===== config.mk =====
export PLATFORM = sky130hd
export DESIGN_NAME = occ_scoreboard
export DESIGN_NICKNAME = d
export VERILOG_FILES = /design/src/rtl/occ_pkg.sv /design/src/rtl/occ_decode.sv /design/src/rtl/occ_down_cnt.sv /design/src/rtl/occ_scoreboard.sv
export SDC_FILE = /design/constraint.sdc
export NUM_CORES = 1
export LEC_CHECK = 0
export BUFFER_PORTS_ARGS = -buffer_cell sky130_fd_sc_hd__buf_2
export CORE_MARGIN = 2
export CORE_UTILIZATION = 50
export CTS_BUF_LIST = sky130_fd_sc_hd__clkbuf_4
export CTS_CLUSTER_SIZE = 20
export DETAILED_ROUTE_END_ITERATION = 6
export PLACE_DENSITY = 0.72
export SLEW_MARGIN = 30
export SYNTH_ARGS = -nofsm -noshare
export SYNTH_HDL_FRONTEND = slang
export SYNTH_HIERARCHICAL = 1
export SYNTH_SLANG_ARGS = --single-unit

===== constraint.sdc =====
create_clock -name clk -period 7.4 [get_ports clk]
set_clock_uncertainty 0.1 [all_clocks]
set_input_delay 1.11 -clock clk [delete_from_list [all_inputs] [get_ports clk]]
set_output_delay 1.11 -clock clk [all_outputs]
set_load 0.1 [all_outputs]

===== src/rtl/occ_pkg.sv =====
package occ_pkg;

  // Operation class codes seen on the issue port
  typedef enum logic [3:0] {
    OP_ALU      = 4'd0,
    OP_LOAD     = 4'd1,
    OP_BRANCH   = 4'd2,
    OP_HILO     = 4'd3,
    OP_FPSIMPLE = 4'd4,
    OP_IMUL     = 4'd5,
    OP_IDIV     = 4'd6,
    OP_FMUL     = 4'd7,
    OP_FDIV     = 4'd8,
    OP_FRSQRT   = 4'd9
  } op_e;

  localparam int OP_W = 4;

  // Occupancy / latency constants in cycles
  localparam int T_ALU      = 1;
  localparam int T_LOAD     = 2;
  localparam int T_BRANCH   = 3;
  localparam int T_HILO     = 3;
  localparam int T_FPSIMPLE = 4;
  localparam int O_IMUL_S   = 3;
  localparam int L_IMUL_S   = 5;
  localparam int O_IMUL_D   = 8;
  localparam int L_IMUL_D   = 9;
  localparam int T_IDIV_S   = 36;
  localparam int T_IDIV_D   = 68;
  localparam int O_FMUL_S   = 1;
  localparam int L_FMUL_S   = 4;
  localparam int O_FMUL_D   = 2;
  localparam int L_FMUL_D   = 5;
  localparam int T_FDIV_S   = 21;
  localparam int T_FDIV_D   = 36;
  localparam int T_FRSQ_S   = 38;
  localparam int T_FRSQ_D   = 68;

  localparam int MAX_CYC = 68;
  localparam int CNT_W   = $clog2(MAX_CYC + 1);

  typedef logic [CNT_W-1:0] cnt_t;

  typedef struct packed {
    logic use_int;  // needs the integer iterative engine
    logic use_flt;  // needs the float iterative engine
    cnt_t occ;      // engine occupancy in cycles (0 when no engine)
    cnt_t lat;      // result latency in cycles (>= 1)
  } tinfo_t;

endpackage


===== src/rtl/occ_decode.sv =====
module occ_decode
  import occ_pkg::*;
(
  input  logic [OP_W-1:0] op,
  input  logic            dbl,
  output tinfo_t          info
);

  always_comb begin
    info = '{use_int: 1'b0, use_flt: 1'b0, occ: '0, lat: cnt_t'(T_ALU)};
    case (op)
      OP_LOAD:     info.lat = cnt_t'(T_LOAD);
      OP_BRANCH:   info.lat = cnt_t'(T_BRANCH);
      OP_HILO:     info.lat = cnt_t'(T_HILO);
      OP_FPSIMPLE: info.lat = cnt_t'(T_FPSIMPLE);
      OP_IMUL: begin
        info.use_int = 1'b1;
        info.occ     = dbl ? cnt_t'(O_IMUL_D) : cnt_t'(O_IMUL_S);
        info.lat     = dbl ? cnt_t'(L_IMUL_D) : cnt_t'(L_IMUL_S);
      end
      OP_IDIV: begin
        info.use_int = 1'b1;
        info.occ     = dbl ? cnt_t'(T_IDIV_D) : cnt_t'(T_IDIV_S);
        info.lat     = info.occ;
      end
      OP_FMUL: begin
        info.use_flt = 1'b1;
        info.occ     = dbl ? cnt_t'(O_FMUL_D) : cnt_t'(O_FMUL_S);
        info.lat     = dbl ? cnt_t'(L_FMUL_D) : cnt_t'(L_FMUL_S);
      end
      OP_FDIV: begin
        info.use_flt = 1'b1;
        info.occ     = dbl ? cnt_t'(T_FDIV_D) : cnt_t'(T_FDIV_S);
        info.lat     = info.occ;
      end
      OP_FRSQRT: begin
        info.use_flt = 1'b1;
        info.occ     = dbl ? cnt_t'(T_FRSQ_D) : cnt_t'(T_FRSQ_S);
        info.lat     = info.occ;
      end
      default: ;  // ALU and unused codes: latency 1, no engine
    endcase
  end

endmodule


===== src/rtl/occ_down_cnt.sv =====
module occ_down_cnt #(
  parameter int W = 7
) (
  input  logic         clk,
  input  logic         rst_n,
  input  logic         ld,
  input  logic [W-1:0] ld_val,
  output logic         zero
);

  logic [W-1:0] cnt_q;
  logic [W-1:0] cnt_d;
  logic         cnt_en;

  // next-state
  always_comb begin
    cnt_en = ld | (cnt_q != '0);
    cnt_d  = cnt_q;
    if (ld)
      cnt_d = ld_val;
    else if (cnt_q != '0)
      cnt_d = cnt_q - W'(1);
  end

  // register
  always_ff @(posedge clk or negedge rst_n) begin
    if (!rst_n)
      cnt_q <= '0;
    else if (cnt_en)
      cnt_q <= cnt_d;
  end

  assign zero = (cnt_q == '0);

  AST_CNT_LOAD: assert property (@(posedge clk) disable iff (!rst_n)
    ld |=> cnt_q == $past(ld_val));

  AST_CNT_STEP: assert property (@(posedge clk) disable iff (!rst_n)
    (!ld && !zero) |=> cnt_q == $past(cnt_q) - W'(1));

  AST_CNT_REST: assert property (@(posedge clk) disable iff (!rst_n)
    (!ld && zero) |=> zero);

endmodule


===== src/rtl/occ_scoreboard.sv =====
module occ_scoreboard
  import occ_pkg::*;
#(
  parameter int NREG = 32
) (
  input  logic                    clk,
  input  logic                    rst_n,
  input  logic                    iss_vld,
  input  logic [3:0]              iss_op,
  input  logic                    iss_dbl,
  input  logic [$clog2(NREG)-1:0] iss_dst,
  output logic                    stall,
  output logic [NREG-1:0]         reg_rdy
);

  localparam int REG_W = $clog2(NREG);

  tinfo_t info;
  logic   int_free;
  logic   flt_free;
  logic   accept;
  cnt_t   eng_val;
  cnt_t   reg_val;

  occ_decode u_dec (
    .op   (iss_op),
    .dbl  (iss_dbl),
    .info (info)
  );

  // structural hazard check against the two engines
  always_comb begin
    stall   = iss_vld & ((info.use_int & ~int_free) | (info.use_flt & ~flt_free));
    accept  = iss_vld & ~stall;
    eng_val = info.occ - cnt_t'(1);
    reg_val = info.lat - cnt_t'(1);
  end

  occ_down_cnt #(.W(CNT_W)) u_int_eng (
    .clk    (clk),
    .rst_n  (rst_n),
    .ld     (accept & info.use_int),
    .ld_val (eng_val),
    .zero   (int_free)
  );

  occ_down_cnt #(.W(CNT_W)) u_flt_eng (
    .clk    (clk),
    .rst_n  (rst_n),
    .ld     (accept & info.use_flt),
    .ld_val (eng_val),
    .zero   (flt_free)
  );

  for (genvar g = 0; g < NREG; g++) begin : g_reg
    occ_down_cnt #(.W(CNT_W)) u_reg (
      .clk    (clk),
      .rst_n  (rst_n),
      .ld     (accept && (iss_dst == REG_W'(g))),
      .ld_val (reg_val),
      .zero   (reg_rdy[g])
    );
  end

  AST_STALL_NEEDS_VLD: assert property (@(posedge clk) disable iff (!rst_n)
    stall |-> iss_vld);

  AST_SIMPLE_NEVER_STALLS: assert property (@(posedge clk) disable iff (!rst_n)
    (iss_vld && !info.use_int && !info.use_flt) |-> !stall);

  AST_DST_BUSY_AFTER_ISSUE: assert property (@(posedge clk) disable iff (!rst_n)
    (accept && info.lat > cnt_t'(1)) |=> !reg_rdy[$past(iss_dst)]);

  AST_INT_HELD: assert property (@(posedge clk) disable iff (!rst_n)
    (accept && info.use_int && info.occ > cnt_t'(1)) |=> !int_free);

  AST_FLT_HELD: assert property (@(posedge clk) disable iff (!rst_n)
    (accept && info.use_flt && info.occ > cnt_t'(1)) |=> !flt_free);

  AST_OCC_WITHIN_LAT: assert property (@(posedge clk) disable iff (!rst_n)
    iss_vld |-> (info.occ <= info.lat) && (info.lat != '0));

  AST_ONE_ENGINE: assert property (@(posedge clk) disable iff (!rst_n)
    iss_vld |-> !(info.use_int && info.use_flt));

endmodule


==> flow_summary.ini, run 1 <==
[run_status]
status = finished clean

[clock_tree]
htreeDepth = 3
cts_buffers = 71
cts_root_buf = clkbuf_4
path_clk_slew_ns = 0.07
clock_path_buffers = 3
cts_tree = built
cts.sinks = 238
ctsHoldBuffers = 0
clk_latency_ns = 0.69
postCtsSetupBuffers = 0
ctsResizeCount = 0

[floorplan]
coreArea_sq_um = 29900
die_w_um = 179
fp.dieH_um = 179
start_util_pct = 51.1
dieArea_sq_um = 31900
ios = 46
rows = 63

[detailed_routing]
detail-route-antenna-nets = 0
drt-wirelength-per-cell_um = 17.0
avgViaCountPerCell = 5.95
drc = 0
num_vias = 12800
first_pass_iters = 7
routed_wl_mm = 36.4
first_iter_violations = 852

[grt]
grt_pass1_vias = 12400
antenna_found_initial = 2
overflow = 0
grt_start_max_net_pins = 138
grt_pass1_wl_mm = 60.8
track_usage_pct = 23.3

[layout]
instances_no_fill = 2144
drive_gt1_share_pct = 13.8
fin_nets = 1787
mostFrequentLayoutCell = dfrtp_1
area_growth_pct = 10.1
layout_common_cells = dfrtp_1, nand2_1, o31ai_1, xnor2_1, clkbuf_4
final_area_sq_um = 16800

[timing]
setup-violations-final = 0
max_freq_mhz = 247
finalHoldViolCount = 0
finalCriticalPeriod_ns = 4.05
relSlewSlack_pct = 38.3
slew_viol_final = 0
worstMarginPinSlew_ns = 0.925
hold_slack_ns = 0.364
final.setup.tns_ns = 0
finalCritPeriodShare_pct = 54.7
rsz0062_at_grt = false

[critical_path]
worst_ep_required_time_ns = 6.19
cp.arrival_ns = 2.84
critPathMaxFanout = 10
cp-start-kind = input port
path_class = input port to output pin
cp-end-kind = output pin

[synthesis]
synth-xor-area-share_pct = 6.43
syn_inst = 1618
syn_nets = 1701
synth-simple-area-share_pct = 24.8
postSynthAreaPerCell_sq_um = 9.43
ys_types = 42
synth-adder-area-share_pct = 5.74
synth_seq_cells = 238
synth_top_family_by_area = simple AND/OR/NAND/NOR gates
ys_seq_area_share_pct = 39.0
synth_compound_area_share_pct = 20.9
synth_flop_cell = dfrtp_1
ys_warn_count = 6
synthArstFlopShare_pct = 100
syn_area_sq_um = 15300
muxShareOfSynthArea_pct = 0.131
synth_edf_count = 0

[run]
maxCapViolCount = 0

[place]
hpwlAfterDp_mm = 22.9
placed_cell_area_sq_um = 15900
portBuffers = 45
dp_cells = 2021
place_congestion = 0.863

[power]
p_leak_nw = 6.34
peakVddDrop_mv = 0.204
p_per_area_nw_per_um2 = 408

[min_path]
hold_path_class = input port to async pin
[logic make-up (layout without fill, tap and decap cells)]
logic type      Yosys count  count (layout)
fa+ha+maj                70              70
other cells               0               1
simple gates            628             628
flops                   238             238
mux                       2               2
compound gates          454             454
buf+inv                 114             249
xor+xnor                112             112
[metrics by stage]
| stage | setup WS, ns | total power, W | util, % |
|---|---|---|---|
| after floorplan | 2.96 | 0.00494 | - |
| after global placement | 3.06 | 0.00547 | 53.4 |
| after detailed placement | 2.92 | 0.00561 | 53.4 |
| after CTS | 3.38 | 0.00688 | 56.2 |
| after global routing | 3.21 | 0.00743 | 56.2 |
| final | 3.35 | 0.00686 | 56.2 |
[final timing paths]
check / start / slack [ns] / cells past startpoint / endpoint
worst min register to register: g_reg[7].u_reg/cnt_q[5] / 0.46 / 2 / g_reg[7].u_reg/cnt_q[5]
max in group asynchronous: rst_n / 5.61 / 2 / g_reg[7].u_reg/cnt_q[3]
min in group clk: g_reg[7].u_reg/cnt_q[5] / 0.46 / 2 / g_reg[7].u_reg/cnt_q[5]
worst min-delay path: rst_n / 0.36 / 1 / g_reg[0].u_reg/cnt_q[3]
worst max register to register: u_int_eng/cnt_q[3] / 3.89 / 7 / g_reg[26].u_reg/cnt_q[1]
worst max-delay path: iss_op[3] / 3.35 / 7 / stall
[cells in the mapped netlist, drive strengths merged, types with 36 or more instances]
cell	n	share of area (%)
xnor2	108	6.2
nand2	140	3.4
a21boi	36	1.8
o31ai	136	6.7
ha	70	5.7
or4	68	4.5
dfrtp	238	39
nor2b	38	1.6
o21ai	70	2.3
nand2b	71	3.0
nor3	74	2.4
nor2	72	1.9
inv	75	1.8
nor3b	70	3.5
a21oi	71	2.3
[registers in the layout, summed over array words and instances, names as in the netlist]
name             flops
u_int_eng/cnt_q      7
u_flt_eng/cnt_q      7
g.u_reg/cnt_q      224
[critical path, stage by stage]
cell and delay [ns]:
buf_2 0.12, and2b_1 0.37, nand2_1 0.13, o21bai_1 0.18
nand2b_1 0.24, a21boi_1 0.24, buf_2 0.46
[final cells by class]
type                            instances  area (sq um)
Clock inverter                         27           138
Clock buffer                           95           713
Timing Repair Buffer                   52           300
Tap cell                              390           488
Inverter                               75           282
Fill cell                            2669         13100
Multi-Input combinational cell       1266          8920
Sequential cell                       238          5960
Antenna cell                            1          2.50
[routing by layer]
layer / track usage [%] / vias to the layer above / wire length, um
met5: 0 / - / 0
met4: 8.33 / 0 / 857
met3: 4.54 / 71 / 2070
met2: 37.4 / 286 / 16700
met1: 31.6 / 6142 / 16700
li1: - / 6253 / -
[power breakdown]
part / total, W / leakage (nW) / internal [W] / switching (W)
Sequential: 0.00271 / 2.86 / 0.00196 / 0.000747
Combinational: 0.00292 / 2.98 / 0.00143 / 0.00149
Clock: 0.00123 / 0.502 / 0.000632 / 0.000597
Total: 0.00686 / 6.34 / 0.00402 / 0.00283
(Power assumes the default switching activity.)
==> run 2: changes to the inputs <==
- ABC_AREA: unset -> 1
- clock period: 7.4 -> 3.8 ns (I/O delays scaled with it)
==> flow_summary.ini, run 2 <==
[run_status]
status = finished clean

[detailed_routing]
avgViaCountPerCell = 5.08
drt-wirelength-per-cell_um = 12.9
drc = 0
num_vias = 16900
detail-route-antenna-nets = 0
routed_wl_mm = 42.7
first_iter_violations = 1024
first_pass_iters = 6

[clock_tree]
cts_tree = built
clk_latency_ns = 0.70
cts_root_buf = clkbuf_4
cts.sinks = 238
ctsResizeCount = 0
postCtsSetupBuffers = 0
ctsHoldBuffers = 1
path_clk_slew_ns = 0.06
cts_buffers = 73
clock_path_buffers = 3
htreeDepth = 3

[timing]
setup-violations-final = 0
finalCriticalPeriod_ns = 3.00
slew_viol_final = 0
finalCritPeriodShare_pct = 78.9
hold_slack_ns = 0.255
setup_ws_ns = 0.801
relSlewSlack_pct = 58.2
finalHoldViolCount = 0
max_freq_mhz = 333
final.setup.tns_ns = 0
worstMarginPinSlew_ns = 0.626
rsz0062_at_grt = false

[grt]
grt_start_max_net_pins = 107
grt_pass1_wl_mm = 72.3
antenna_found_initial = 6
overflow = 0
grt_pass1_vias = 16000
track_usage_pct = 22.7

[layout]
fillers = 3413
drive_gt1_share_pct = 14.4
fin_nets = 2894
top_register = g.u_reg/cnt_q
layout_common_cells = nand2_1, inv_1, nor2_1, dfrtp_1, nand3_1
largest_reg_flops = 224
multi_input_area_sq_um = 10500
largest_registers = g.u_reg/cnt_q x224, u_flt_eng/cnt_q x7, u_int_eng/cnt_q x7
seq_area_sq_um = 5960
mostFrequentLayoutCell = nand2_1
area_growth_pct = 9.00

[power]
peakVddDrop_mv = 0.267
p_per_area_nw_per_um2 = 714
p_leak_nw = 9.90
finalPower_w = 0.0141

[synthesis]
synth_top_area_share_pct = 32.8
synth_top_area_cell = dfrtp_1
synth_compound_area_share_pct = 5.82
syn_nets = 2771
syn_area_sq_um = 18200
ys_types = 24
ys_seq_area_share_pct = 32.8
ys_warn_count = 6
postSynthAreaPerCell_sq_um = 6.75
yosys-top-cells-count = nand2_1, inv_1, nor2_1
synth.most_common_cell = nand2_1
synth-xor-area-share_pct = 1.93
synth_edf_count = 0
syn_inst = 2688
synth_top_family_by_area = simple AND/OR/NAND/NOR gates
muxShareOfSynthArea_pct = 0
synth-adder-area-share_pct = 4.83
synth_area_leaders = dfrtp_1, nand2_1, inv_1
synthArstFlopShare_pct = 100
synth-simple-area-share_pct = 45.2
synth_seq_cells = 238
synth_flop_cell = dfrtp_1

[place]
place_congestion = 0.935
hpwlAfterDp_mm = 29.3
portBuffers = 45
dp_slack_ns = 0.787

[floorplan]
rows = 69
die_w_um = 195
ios = 46
coreArea_sq_um = 35700
fp.dieH_um = 195
dieArea_sq_um = 37800
start_util_pct = 50.9

[run]
maxCapViolCount = 0

[critical_path]
path_class = register to output pin
critPathMaxFanout = 4
cp.arrival_ns = 2.33
cp-start-kind = register
cp-end-kind = output pin
worst_ep_required_time_ns = 3.13

[min_path]
hold_path_class = input port to async pin
## run 2: cell types whose count changed after synthesis, sizes merged, moves of 70 or more
cell,delta
nand2,+776
nor2,+398
inv,+262
nand3,+213
o31ai,-135
o21ai,+102
nand4,+77
nor3,-74
nand2b,-71
xnor2,-71
nor3b,-70
## run 2: final timing paths
kind                                                from                        to  slack [ns]  cells past startpoint
worst max-delay path                  u_flt_eng/cnt_q[0]                     stall        0.80                      8
worst min-delay path                               rst_n  g_reg[15].u_reg/cnt_q[6]        0.25                      2
worst max register to register        u_flt_eng/cnt_q[0]  g_reg[27].u_reg/cnt_q[5]        1.05                     12
worst min register to register  g_reg[18].u_reg/cnt_q[0]  g_reg[18].u_reg/cnt_q[0]        0.44                      2
max in group asynchronous                          rst_n  g_reg[20].u_reg/cnt_q[4]        2.64                      3
min in group clk                                 iss_vld        u_int_eng/cnt_q[2]        0.35                      5
## run 2: power breakdown
group          internal, W  switching (W)
Clock              0.00115        0.00114
Combinational      0.00245        0.00421
Sequential         0.00381        0.00136
## run 2: area by class of cell
type	instances	area share [%]
multi-input combinational	2072	53.2
sequential	238	30.1
inverter	337	6.39
clock buffer	95	3.60
timing repair buffer	89	3.29
tap	461	2.92
clock inverter	21	0.424
antenna	5	0.0632
## run 2: metal layers
metal	track usage [%]	vias up	share of wire [%]
met1	28.6	7705	45
met3	4.46	97	5.3
met4	8.06	4	2.3
li1	-	8703	-
met5	0	-	0.070
met2	38.9	348	47
## run 2: cells by family (layout without fill, tap and decap cells)
| group | after synthesis | in the layout |
|---|---|---|
| AOI/OAI and AO/OA | 210 | 210 |
| xor gates and xnor gates | 40 | 40 |
| adders and majority gates | 70 | 70 |
| buffers and inverters | 378 | 542 |
| DFF | 238 | 238 |
| other | 0 | 5 |
| and+or+nand+nor | 1752 | 1752 |
## run 2: worst max-delay path, cell delays in order, from the launching register on
cell      delay (ns)
dfrtp_1         0.38
inv_1           0.10
ha_1            0.21
nand2_1         0.07
nor2_1          0.07
inv_1           0.07
nand2_2         0.09
a21boi_1        0.17
buf_2           0.45
## run 2: metrics by stage
step                instances  util, %  instance area (sq um)
floorplan                2688        -                  18200
global placement         3195     53.1                  18900
detailed placement       3195     53.1                  18900
CTS                      3312     55.4                  19700
global route             3318     55.5                  19800
finish                   3318     55.5                  19800
